<file path="src/rtl/tdm_slot_pkg.sv">
`timescale 1ns/1ps
package tdm_slot_pkg;
  localparam int PCM_W   = 8;
  localparam int ADPCM_W = 4;
  localparam int IDX_W   = $clog2(PCM_W);

  typedef enum logic [1:0] {
    MODE_NORMAL = 2'b00,
    MODE_LOOP   = 2'b01,
    MODE_IDLE   = 2'b10,
    MODE_IDLE2  = 2'b11
  } tdm_mode_e;

  typedef struct packed {
    logic             inActive;
    logic             inLast;
    logic             inWide;
    logic             outActive;
    logic             outFirst;
    logic             outWide;
    logic             loopBack;
    logic [IDX_W-1:0] bitIdx;
  } slot_strobe_t;
endpackage

</file>
<file path="src/rtl/tdm_slot_ctrl.sv">
`timescale 1ns/1ps
module tdm_slot_ctrl
  import tdm_slot_pkg::*;
#(
  parameter int SLOTS      = 32,
  parameter int SLOT_BITS  = 8,
  localparam int SLOT_IDX_W = $clog2(SLOTS)
) (
  input  logic                  bitClk,
  input  logic                  rstN,
  input  logic                  frameSync,
  input  logic [SLOT_IDX_W-1:0] inSlot,
  input  logic [SLOT_IDX_W-1:0] outSlot,
  input  logic                  expandSide,
  input  tdm_mode_e             mode,
  input  logic                  portDisable,
  output slot_strobe_t          strb
);
  localparam int FRAME_BITS = SLOTS * SLOT_BITS;
  localparam int CNT_W      = $clog2(FRAME_BITS);
  localparam int BIT_W      = $clog2(SLOT_BITS);
  localparam int LEN_W      = BIT_W + 1;

  logic [CNT_W-1:0]      posCnt;
  logic                  frameValid;
  logic [SLOT_IDX_W-1:0] slotNow;
  logic [BIT_W-1:0]      bitNow;
  logic [LEN_W-1:0]      inLen;
  logic [LEN_W-1:0]      outLen;
  logic                  loopMode;
  logic                  idleMode;
  logic                  inWide;
  logic                  outWide;
  logic                  inHit;

  // position of the bit sampled at the coming falling edge
  always_ff @(negedge bitClk or negedge rstN) begin
    if (!rstN) begin
      posCnt     <= '0;
      frameValid <= 1'b0;
    end else if (frameSync) begin
      posCnt     <= '0;
      frameValid <= 1'b1;
    end else if (frameValid) begin
      if (posCnt == CNT_W'(FRAME_BITS - 1)) posCnt <= '0;
      else                                  posCnt <= posCnt + 1'b1;
    end
  end

  always_comb begin
    slotNow  = posCnt[CNT_W-1:BIT_W];
    bitNow   = posCnt[BIT_W-1:0];
    loopMode = (mode == MODE_LOOP);
    idleMode = (mode == MODE_IDLE) || (mode == MODE_IDLE2);
    inWide   = loopMode || !expandSide;
    outWide  = loopMode || expandSide;
    inLen    = inWide  ? LEN_W'(PCM_W) : LEN_W'(ADPCM_W);
    outLen   = outWide ? LEN_W'(PCM_W) : LEN_W'(ADPCM_W);
    inHit    = frameValid && (slotNow == inSlot) && ({1'b0, bitNow} < inLen);

    strb.inActive  = inHit;
    strb.inLast    = inHit && ({1'b0, bitNow} == inLen - 1'b1);
    strb.inWide    = inWide;
    strb.outActive = frameValid && !idleMode && !portDisable &&
                     (slotNow == outSlot) && ({1'b0, bitNow} < outLen);
    strb.outFirst  = (bitNow == '0);
    strb.outWide   = outWide;
    strb.loopBack  = loopMode;
    strb.bitIdx    = IDX_W'(bitNow);
  end
endmodule

</file>
<file path="src/rtl/tdm_slot_dp.sv">
`timescale 1ns/1ps
module tdm_slot_dp
  import tdm_slot_pkg::*;
(
  input  logic             bitClk,
  input  logic             rstN,
  input  logic             serIn,
  input  slot_strobe_t     strb,
  input  logic [PCM_W-1:0] txData,
  output logic             serOut,
  output logic             serOutEn,
  output logic [PCM_W-1:0] rxData,
  output logic             rxValid
);
  logic [PCM_W-2:0] shiftIn;
  logic [PCM_W-1:0] txSnap;
  logic [PCM_W-1:0] txSrc;

  function automatic logic pickBit(input logic [PCM_W-1:0] word,
                                   input logic             wide,
                                   input logic [IDX_W-1:0] idx);
    logic [IDX_W-1:0] msb;
    msb = wide ? IDX_W'(PCM_W - 1) : IDX_W'(ADPCM_W - 1);
    return word[msb - idx];
  endfunction

  // receive path: falling edge
  always_ff @(negedge bitClk or negedge rstN) begin
    if (!rstN) begin
      shiftIn <= '0;
      rxData  <= '0;
      rxValid <= 1'b0;
    end else begin
      rxValid <= 1'b0;
      if (strb.inActive) begin
        shiftIn <= {shiftIn[PCM_W-3:0], serIn};
        if (strb.inLast) begin
          rxValid <= 1'b1;
          if (strb.inWide) rxData <= {shiftIn, serIn};
          else             rxData <= PCM_W'({shiftIn[ADPCM_W-2:0], serIn});
        end
      end
    end
  end

  assign txSrc = strb.loopBack ? rxData : txData;

  // transmit path: rising edge, ahead of the sampling falling edge
  always_ff @(posedge bitClk or negedge rstN) begin
    if (!rstN) begin
      serOut   <= 1'b0;
      serOutEn <= 1'b0;
      txSnap   <= '0;
    end else if (strb.outActive) begin
      serOutEn <= 1'b1;
      if (strb.outFirst) begin
        txSnap <= txSrc;
        serOut <= pickBit(txSrc, strb.outWide, '0);
      end else begin
        serOut <= pickBit(txSnap, strb.outWide, strb.bitIdx);
      end
    end else begin
      serOutEn <= 1'b0;
      serOut   <= 1'b0;
    end
  end
endmodule

</file>
<file path="src/rtl/tdm_slot_port.sv">
`timescale 1ns/1ps
module tdm_slot_port
  import tdm_slot_pkg::*;
#(
  parameter int SLOTS      = 32,
  parameter int SLOT_BITS  = 8,
  localparam int SLOT_IDX_W = $clog2(SLOTS)
) (
  input  logic                  bitClk,
  input  logic                  rstN,
  input  logic                  frameSync,
  input  logic                  serIn,
  input  logic [SLOT_IDX_W-1:0] inSlot,
  input  logic [SLOT_IDX_W-1:0] outSlot,
  input  logic                  expandSide,
  input  logic [1:0]            modeSel,
  input  logic                  portDisable,
  input  logic [7:0]            txData,
  output logic                  serOut,
  output logic                  serOutEn,
  output logic [7:0]            rxData,
  output logic                  rxValid
);
  slot_strobe_t strb;
  tdm_mode_e    mode;

  assign mode = tdm_mode_e'(modeSel);

  tdm_slot_ctrl #(.SLOTS(SLOTS), .SLOT_BITS(SLOT_BITS)) u_ctrl (
    .bitClk      (bitClk),
    .rstN        (rstN),
    .frameSync   (frameSync),
    .inSlot      (inSlot),
    .outSlot     (outSlot),
    .expandSide  (expandSide),
    .mode        (mode),
    .portDisable (portDisable),
    .strb        (strb)
  );

  tdm_slot_dp u_dp (
    .bitClk   (bitClk),
    .rstN     (rstN),
    .serIn    (serIn),
    .strb     (strb),
    .txData   (txData),
    .serOut   (serOut),
    .serOutEn (serOutEn),
    .rxData   (rxData),
    .rxValid  (rxValid)
  );
endmodule

</file>
<file path="config.mk">
export PLATFORM = sky130hd
export DESIGN_NAME = tdm_slot_port
export DESIGN_NICKNAME = d
export VERILOG_FILES = /design/src/rtl/tdm_slot_pkg.sv /design/src/rtl/tdm_slot_ctrl.sv /design/src/rtl/tdm_slot_dp.sv /design/src/rtl/tdm_slot_port.sv
export SDC_FILE = /design/constraint.sdc
export NUM_CORES = 1
export LEC_CHECK = 0
export CAP_MARGIN = 40
export CORE_ASPECT_RATIO = 0.5
export CORE_MARGIN = 2
export CORE_UTILIZATION = 53
export CTS_BUF_LIST = sky130_fd_sc_hd__clkbuf_4 sky130_fd_sc_hd__clkbuf_8
export DETAILED_ROUTE_END_ITERATION = 12
export GPL_TIMING_DRIVEN = 0
export PLACE_DENSITY = 0.82
export SKIP_LAST_GASP = 1
export SLEW_MARGIN = 10
export SYNTH_ARGS = -nofsm -noshare
export SYNTH_HDL_FRONTEND = slang
export SYNTH_SLANG_ARGS = --single-unit
</file>
<file path="constraint.sdc">
create_clock -name bitClk -period 2.6 [get_ports bitClk]
set_clock_uncertainty 0.2 [all_clocks]
set_input_delay 0.26 -clock bitClk [delete_from_list [all_inputs] [get_ports bitClk]]
set_output_delay 0.26 -clock bitClk [all_outputs]
set_load 0.02 [all_outputs]
</file>
==> results.ini, run 1 <==
[outcome]
status = complete, but fails checks
violations = negative setup slack

[sta]
relSlewSlack = 0.6806
slew_viol_final = 0
setup_ws_ns = -0.6606
setup_viol = 33
rsz0062_at_grt = yes
hold_violations = 0
worst_slew_pin_slew_ns = 0.4790

[synth]
ys_warn_count = 0
avgSynthCellArea_sq_um = 11.14
post_synth_instance_area_sq_um = 1861
ys_ff_latch = 35
ys.flop_type = dfrtn_1
synthArstFlopShare = 1.000
synth_edf_count = 0
synthCells = 167
synth_nets = 197
yosysSeqAreaShare = 0.4707
ys_types = 36

[layout]
syn_to_final_growth_pct = 44.32
nets = 258
antenna_cells = 0
finalInstanceArea_sq_um = 2685
layout_common_cells = 27 x nand2_1, 25 x dfrtn_1, 21 x clkdlybuf4s50_1
layoutNonFillerInstCount = 280
layout_commonest_cell = nand2_1
drive_gt1_frac = 0.3624

[floorplan]
fp.dieArea_sq_um = 4029
coreArea_sq_um = 3397
die_y_microns = 45.90
die_w_microns = 87.79
pin_count = 37
rows = 15
initial_core_util = 0.5477

[power]
powerDensity_nw_per_um2 = 494.9
vdd_drop_max_mv = 0.4098
p_total_uw = 1329
power.leakage_uw = 0.001346

[cts]
clock-sinks = 35
htreeDepth = 2
root_buffer = clkbuf_8
clk_latency_ns = 0.30
clkTransAtPathRegs_ns = 0.07
cts_tree = yes
cts_buffers = 5
ctsLongestPathBuffers = 2

[global_routing]
grt_overflow = 0
track_usage = 0.2478
grt_pass1_wl_microns = 7141
antenna_found_initial = 0
first_global_vias = 1521
grt_max_degree = 36

[detailed_routing]
drt_iter0_markers = 36
wl_per_cell_microns = 16.02
wirelength_microns = 4485
dr_total_vias = 1476
ant_nets = 0
firstDrtPassIters = 4
drc = 0
viasPerCell = 5.271

[place]
port_buffers = 36
place_congestion = 0.7632
placed_cell_area_sq_um = 2390
placedCellCount = 254
dp_hpwl_microns = 2963

[setup_path]
critical_path_class = reg2reg
worst_setup_path_end_kind = flop
slowest_delay_ns = 0.39
crit_arrival_ns = 3.24
cp_max_fo = 8
path_cells = ha_4, nor4b_4, nand4b_1, nor3_4, buf_12, mux2_4
startpoint_type = flop
critPathRequiredTime_ns = 2.58
slowest_stage = dfrtn_1

[flow_run]
cap_viol_max_count = 0

[hold_path]
hold_path_class = reg2reg

final timing paths:
kind                            cells after the start               end             start  slack [ns]
worst max-delay path                                6    u_dp.txSnap[3]  u_ctrl.posCnt[2]       -0.66
worst min-delay path                                1    u_dp.rxData[1]   u_dp.shiftIn[0]        0.28
worst max register to register                      6    u_dp.txSnap[3]  u_ctrl.posCnt[2]       -0.66
worst min register to register                      1    u_dp.rxData[1]   u_dp.shiftIn[0]        0.28
max in group asynchronous                           2  u_ctrl.posCnt[2]              rstN        0.36
min in group asynchronous                           2    u_dp.txSnap[0]              rstN        0.30
sequential cells by signal, summed over array words and instances, names as in the netlist:
register	flops
u_dp.txSnap	8
u_dp.rxValid	1
u_dp.rxData	8
u_dp.serOutEn	1
u_dp.shiftIn	7
u_ctrl.frameValid	1
u_dp.serOut	1
u_ctrl.posCnt	8
power breakdown:
part	internal (uW)	switching (uW)	total, uW
sequential	583	25.3	608
combinational	129	101	230
clock	285	206	491
total	997	332	1330
Yosys cell counts (2+ instances only):
master / n / share of area
xor2_1: 9 / 0.042
ha_1: 4 / 0.027
mux2_2: 17 / 0.10
nand2_1: 28 / 0.056
dfrtp_1: 10 / 0.13
clkbuf_1: 3 / 0.0061
a41oi_1: 2 / 0.0094
nand2b_1: 5 / 0.017
nor2b_1: 2 / 0.0067
dfrtn_1: 25 / 0.34
inv_1: 10 / 0.020
a21oi_1: 2 / 0.0054
nor2_1: 7 / 0.014
xnor2_1: 4 / 0.019
mux2i_1: 6 / 0.032
o21ai_0: 7 / 0.019
mux2_4: 4 / 0.032
and3_1: 2 / 0.0067
nand3_1: 3 / 0.0081
metal layers:
layer / routed length [microns] / global-route usage / vias up
met5: 0 / 0 / -
met4: 106 / 0.1200 / 0
met3: 187 / 0.06159 / 11
met2: 2325 / 0.4288 / 35
met1: 1866 / 0.2986 / 733
li1: - / - / 697
cells by family (layout without fill, tap and decap cells):
kind of cell             after synthesis  in the layout  synth area share
AND/OR/NAND/NOR                       58             58            0.1802
flip-flops                            35             35            0.4707
multiplexers                          28             28            0.1796
AO/OA/AOI/OAI                         15             15           0.05246
buffers and inverters                 14             76           0.02892
XOR/XNOR                              13             13           0.06120
adder cells (fa/ha/maj)                4              4           0.02690
area by class of cell:
class	count	area [sq um]
fill	188	711.9
clock inverter	3	43.79
buffer	2	18.77
tap	51	63.81
inverter	10	37.54
multi-input combinational	118	1049
clock buffer	5	68.82
sequential	35	875.8
timing repair buffer	56	528.0
critical path: cells and delay by family (launching register included):
| family | cells | cell delay, ns |
|---|---|---|
| DFF | 1 | 0.39 |
| adders and majority gates | 1 | 0.18 |
| and+or+nand+nor | 3 | 0.60 |
| muxes | 1 | 0.30 |
| buffers and inverters | 1 | 0.17 |
stage by stage:
step	hold slack, ns	util	setup slack [ns]	TNS (ns)
after floorplan	-0.2356	-	-0.8622	-18.39
after global placement	0.2489	0.7050	-1.542	-56.02
after detailed placement	0.1829	0.7035	-1.581	-35.56
after CTS	0.2767	0.7764	-0.6983	-15.18
after global routing	0.2961	0.7904	-0.7443	-17.45
final	0.2818	0.7904	-0.6606	-15.19
timing repair:
item                       CTS  global route
gates resized for setup     60            14
pin swaps                    5             4
setup endpoints to repair   39            61
setup buffers               16             3
hold endpoints to repair    10             0
hold buffers                 1             0
Note: power is estimated with default switching activity, not from simulation.
==> inputs of run 2 (changes only) <==
Settings changed: CORE_UTILIZATION 53 to 55, PLACE_DENSITY 0.82 to 0.84.
Clock period 2.6 ns to 4.1 ns, I/O delays scaled along.
==> results.ini, run 2 (synthesized netlist as in run 1, its figures left out) <==
[outcome]
status = complete, but fails checks  ; unchanged
violations = negative hold slack  ; was negative setup slack

[global_routing]
track_usage = 0.2427  ; was 0.2478
grt_overflow = 0  ; unchanged
antenna_found_initial = 0  ; unchanged
grt_max_degree = 36  ; unchanged
first_global_vias = 1520  ; was 1521
grt_pass1_wl_microns = 6962  ; was 7141 microns

[cts]
clk_latency_ns = 0.30  ; about the same
htreeDepth = 2  ; unchanged
cts_hold_buf = 0  ; was 1
cts_tree = yes  ; unchanged
root_buffer = clkbuf_8  ; unchanged
clkTransAtPathRegs_ns = 0.08  ; was 0.07 ns
cts_buffers = 5  ; unchanged
clock-sinks = 35  ; unchanged
ctsLongestPathBuffers = 2  ; unchanged

[setup_path]
worst_setup_path_end_kind = flop  ; unchanged
critPathRequiredTime_ns = 4.13  ; was 2.58 ns
critical_path_class = reg2reg  ; unchanged
cp_max_fo = 2  ; was 8
startpoint_type = flop  ; unchanged
crit_arrival_ns = 4.09  ; was 3.24 ns

[detailed_routing]
firstDrtPassIters = 5  ; was 4
wl_per_cell_microns = 17.07  ; was 16.02 microns
ant_nets = 0  ; unchanged
wirelength_microns = 4455  ; was 4485 microns
drt_iter0_markers = 78  ; was 36
dr_total_vias = 1491  ; was 1476
viasPerCell = 5.713  ; was 5.271
drc = 0  ; unchanged

[layout]
nets = 250  ; was 258
reg_top3 = u_ctrl.posCnt (8), u_dp.rxData (8), u_dp.txSnap (8)  ; unchanged
syn_to_final_growth_pct = 37.39  ; was 44.32%
finalInstanceArea_sq_um = 2556  ; was 2685 sq um
layout_common_cells = 30 x clkdlybuf4s50_1, 27 x nand2_1, 25 x dfrtn_1  ; was 27 x nand2_1, 25 x dfrtn_1, 21 x clkdlybuf4s50_1
antenna_cells = 0  ; unchanged
drive_gt1_frac = 0.2851  ; was 0.3624
layout_commonest_cell = clkdlybuf4s50_1  ; was nand2_1

[floorplan]
rows = 14  ; was 15
coreArea_sq_um = 3118  ; was 3397 sq um
die_y_microns = 45.13  ; was 45.90 microns
die_w_microns = 86.26  ; was 87.79 microns
fp.dieArea_sq_um = 3892  ; was 4029 sq um
pin_count = 37  ; unchanged
initial_core_util = 0.5967  ; was 0.5477

[hold_path]
hold_path_class = in2async  ; was reg2reg

[power]
power_frac_clock = 0.381  ; was 0.370
powerDensity_nw_per_um2 = 327.7  ; was 494.9 nW/um^2
vdd_drop_max_mv = 0.2677  ; was 0.4098 mV
p_seq_frac = 0.463  ; was 0.458
p_total_uw = 837.7  ; was 1329 uW
switching_share = 0.2497  ; was 0.2500
p_comb_frac = 0.156  ; was 0.173
net-switching-power_uw = 209.1  ; was 332.2 uW
power.leakage_uw = 0.001264  ; was 0.001346 uW
power.internal_uw = 628.6  ; was 996.6 uW

[sta]
setup_ws_ns = 0.03598  ; was -0.6606 ns
finalSetupTns_ns = 0  ; was -15.19 ns
holdWs_ns = -0.004496  ; was 0.2818 ns
rsz0062_at_grt = yes  ; unchanged
worst_slew_pin_slew_ns = 0.7761  ; was 0.4790 ns
hold_violations = 5  ; was 0
relSlewSlack = 0.4826  ; was 0.6806
setup_viol = 0  ; was 33
slew_viol_final = 0  ; unchanged

[place]
place_congestion = 0.7834  ; was 0.7632
placed_cell_area_sq_um = 2311  ; was 2390 sq um
port_buffers = 36  ; unchanged
place_ws_ns = -1.013  ; was -1.581 ns
dp_hpwl_microns = 2897  ; was 2963 microns

[flow_run]
cap_viol_max_count = 0  ; unchanged

run 2: cell types whose count changed in the layout (fill, tap and decap cells not counted), sizes merged, moves of 2 or more:
cell / before / now
buf: 30 / 16
clkdlybuf4s50: 21 / 30
clkbuf: 9 / 7
clkinv: 2 / 0
run 2: path summary, 6_finish.rpt:
| path | from | end | slack [ns] | cells past startpoint |
|---|---|---|---|---|
| worst min-delay path | rstN | u_dp.txSnap[6] | -0.004 | 1 |
| worst max-delay path | u_ctrl.posCnt[2] | u_dp.serOut | 0.04 | 5 |
| max in group asynchronous | rstN | u_dp.shiftIn[6] | 1.25 | 1 |
| min in group bitClk | modeSel[1] | u_dp.serOutEn | 0.24 | 4 |
| worst max register to register | u_ctrl.posCnt[2] | u_dp.serOut | 0.04 | 5 |
| worst min register to register | u_dp.shiftIn[6] | u_dp.shiftIn[6] | 0.27 | 1 |
run 2: power groups by stage:
stage / combinational, uW / sequential, uW / clock, uW
detailed placement: 119 / 393 / 0
CTS: 122 / 388 / 319
global placement: 116 / 391 / 0
finish: 130 / 388 / 319
floorplan: 63.9 / 391 / 0
global route: 142 / 390 / 339
run 2: repair_timing:
action / in CTS / in global routing
resized for setup: 11 / 9
setup endpoints to repair: 25 / 18
buffers inserted: 7 / 6
hold endpoints to repair: 0 / 0
pin swaps: 5 / 3
run 2: cell type report:
type                            count  area (sq um)
Sequential cell                    35         875.8
Clock inverter                      2         37.54
Tap cell                           40         50.05
Multi-Input combinational cell    118          1002
Timing Repair Buffer               49         471.7
Fill cell                         166         561.8
Clock buffer                        6         76.32
Inverter                           10         37.54
Buffer                              1         5.005
run 2: per-stage QoR:
step,cells,utilization,hold WS (ns)
3_3_place_gp,243,0.7428,0.2525
2_1_floorplan,167,-,-0.08559
3_5_place_dp,243,0.7412,0.2667
5_1_grt,261,0.8198,0.04485
4_1_cts,255,0.7941,0.01486
6_report,261,0.8198,-0.004496
run 2: routing by layer:
| layer | up-vias | global-route usage | wire length [microns] |
|---|---|---|---|
| li1 | 681 | - | - |
| met1 | 750 | 0.2988 | 1920 |
| met2 | 52 | 0.4248 | 2269 |
| met3 | 8 | 0.07130 | 227 |
| met4 | 0 | 0.07813 | 38 |
| met5 | - | 0 | 0 |
run 2: critical path, cell delays in order (launching register included):
cell and delay, ns:
dfrtn_1 0.40, ha_4 0.19, nor4b_4 0.22, nand2_1 0.09
nor4b_1 0.56, o221a_2 0.29
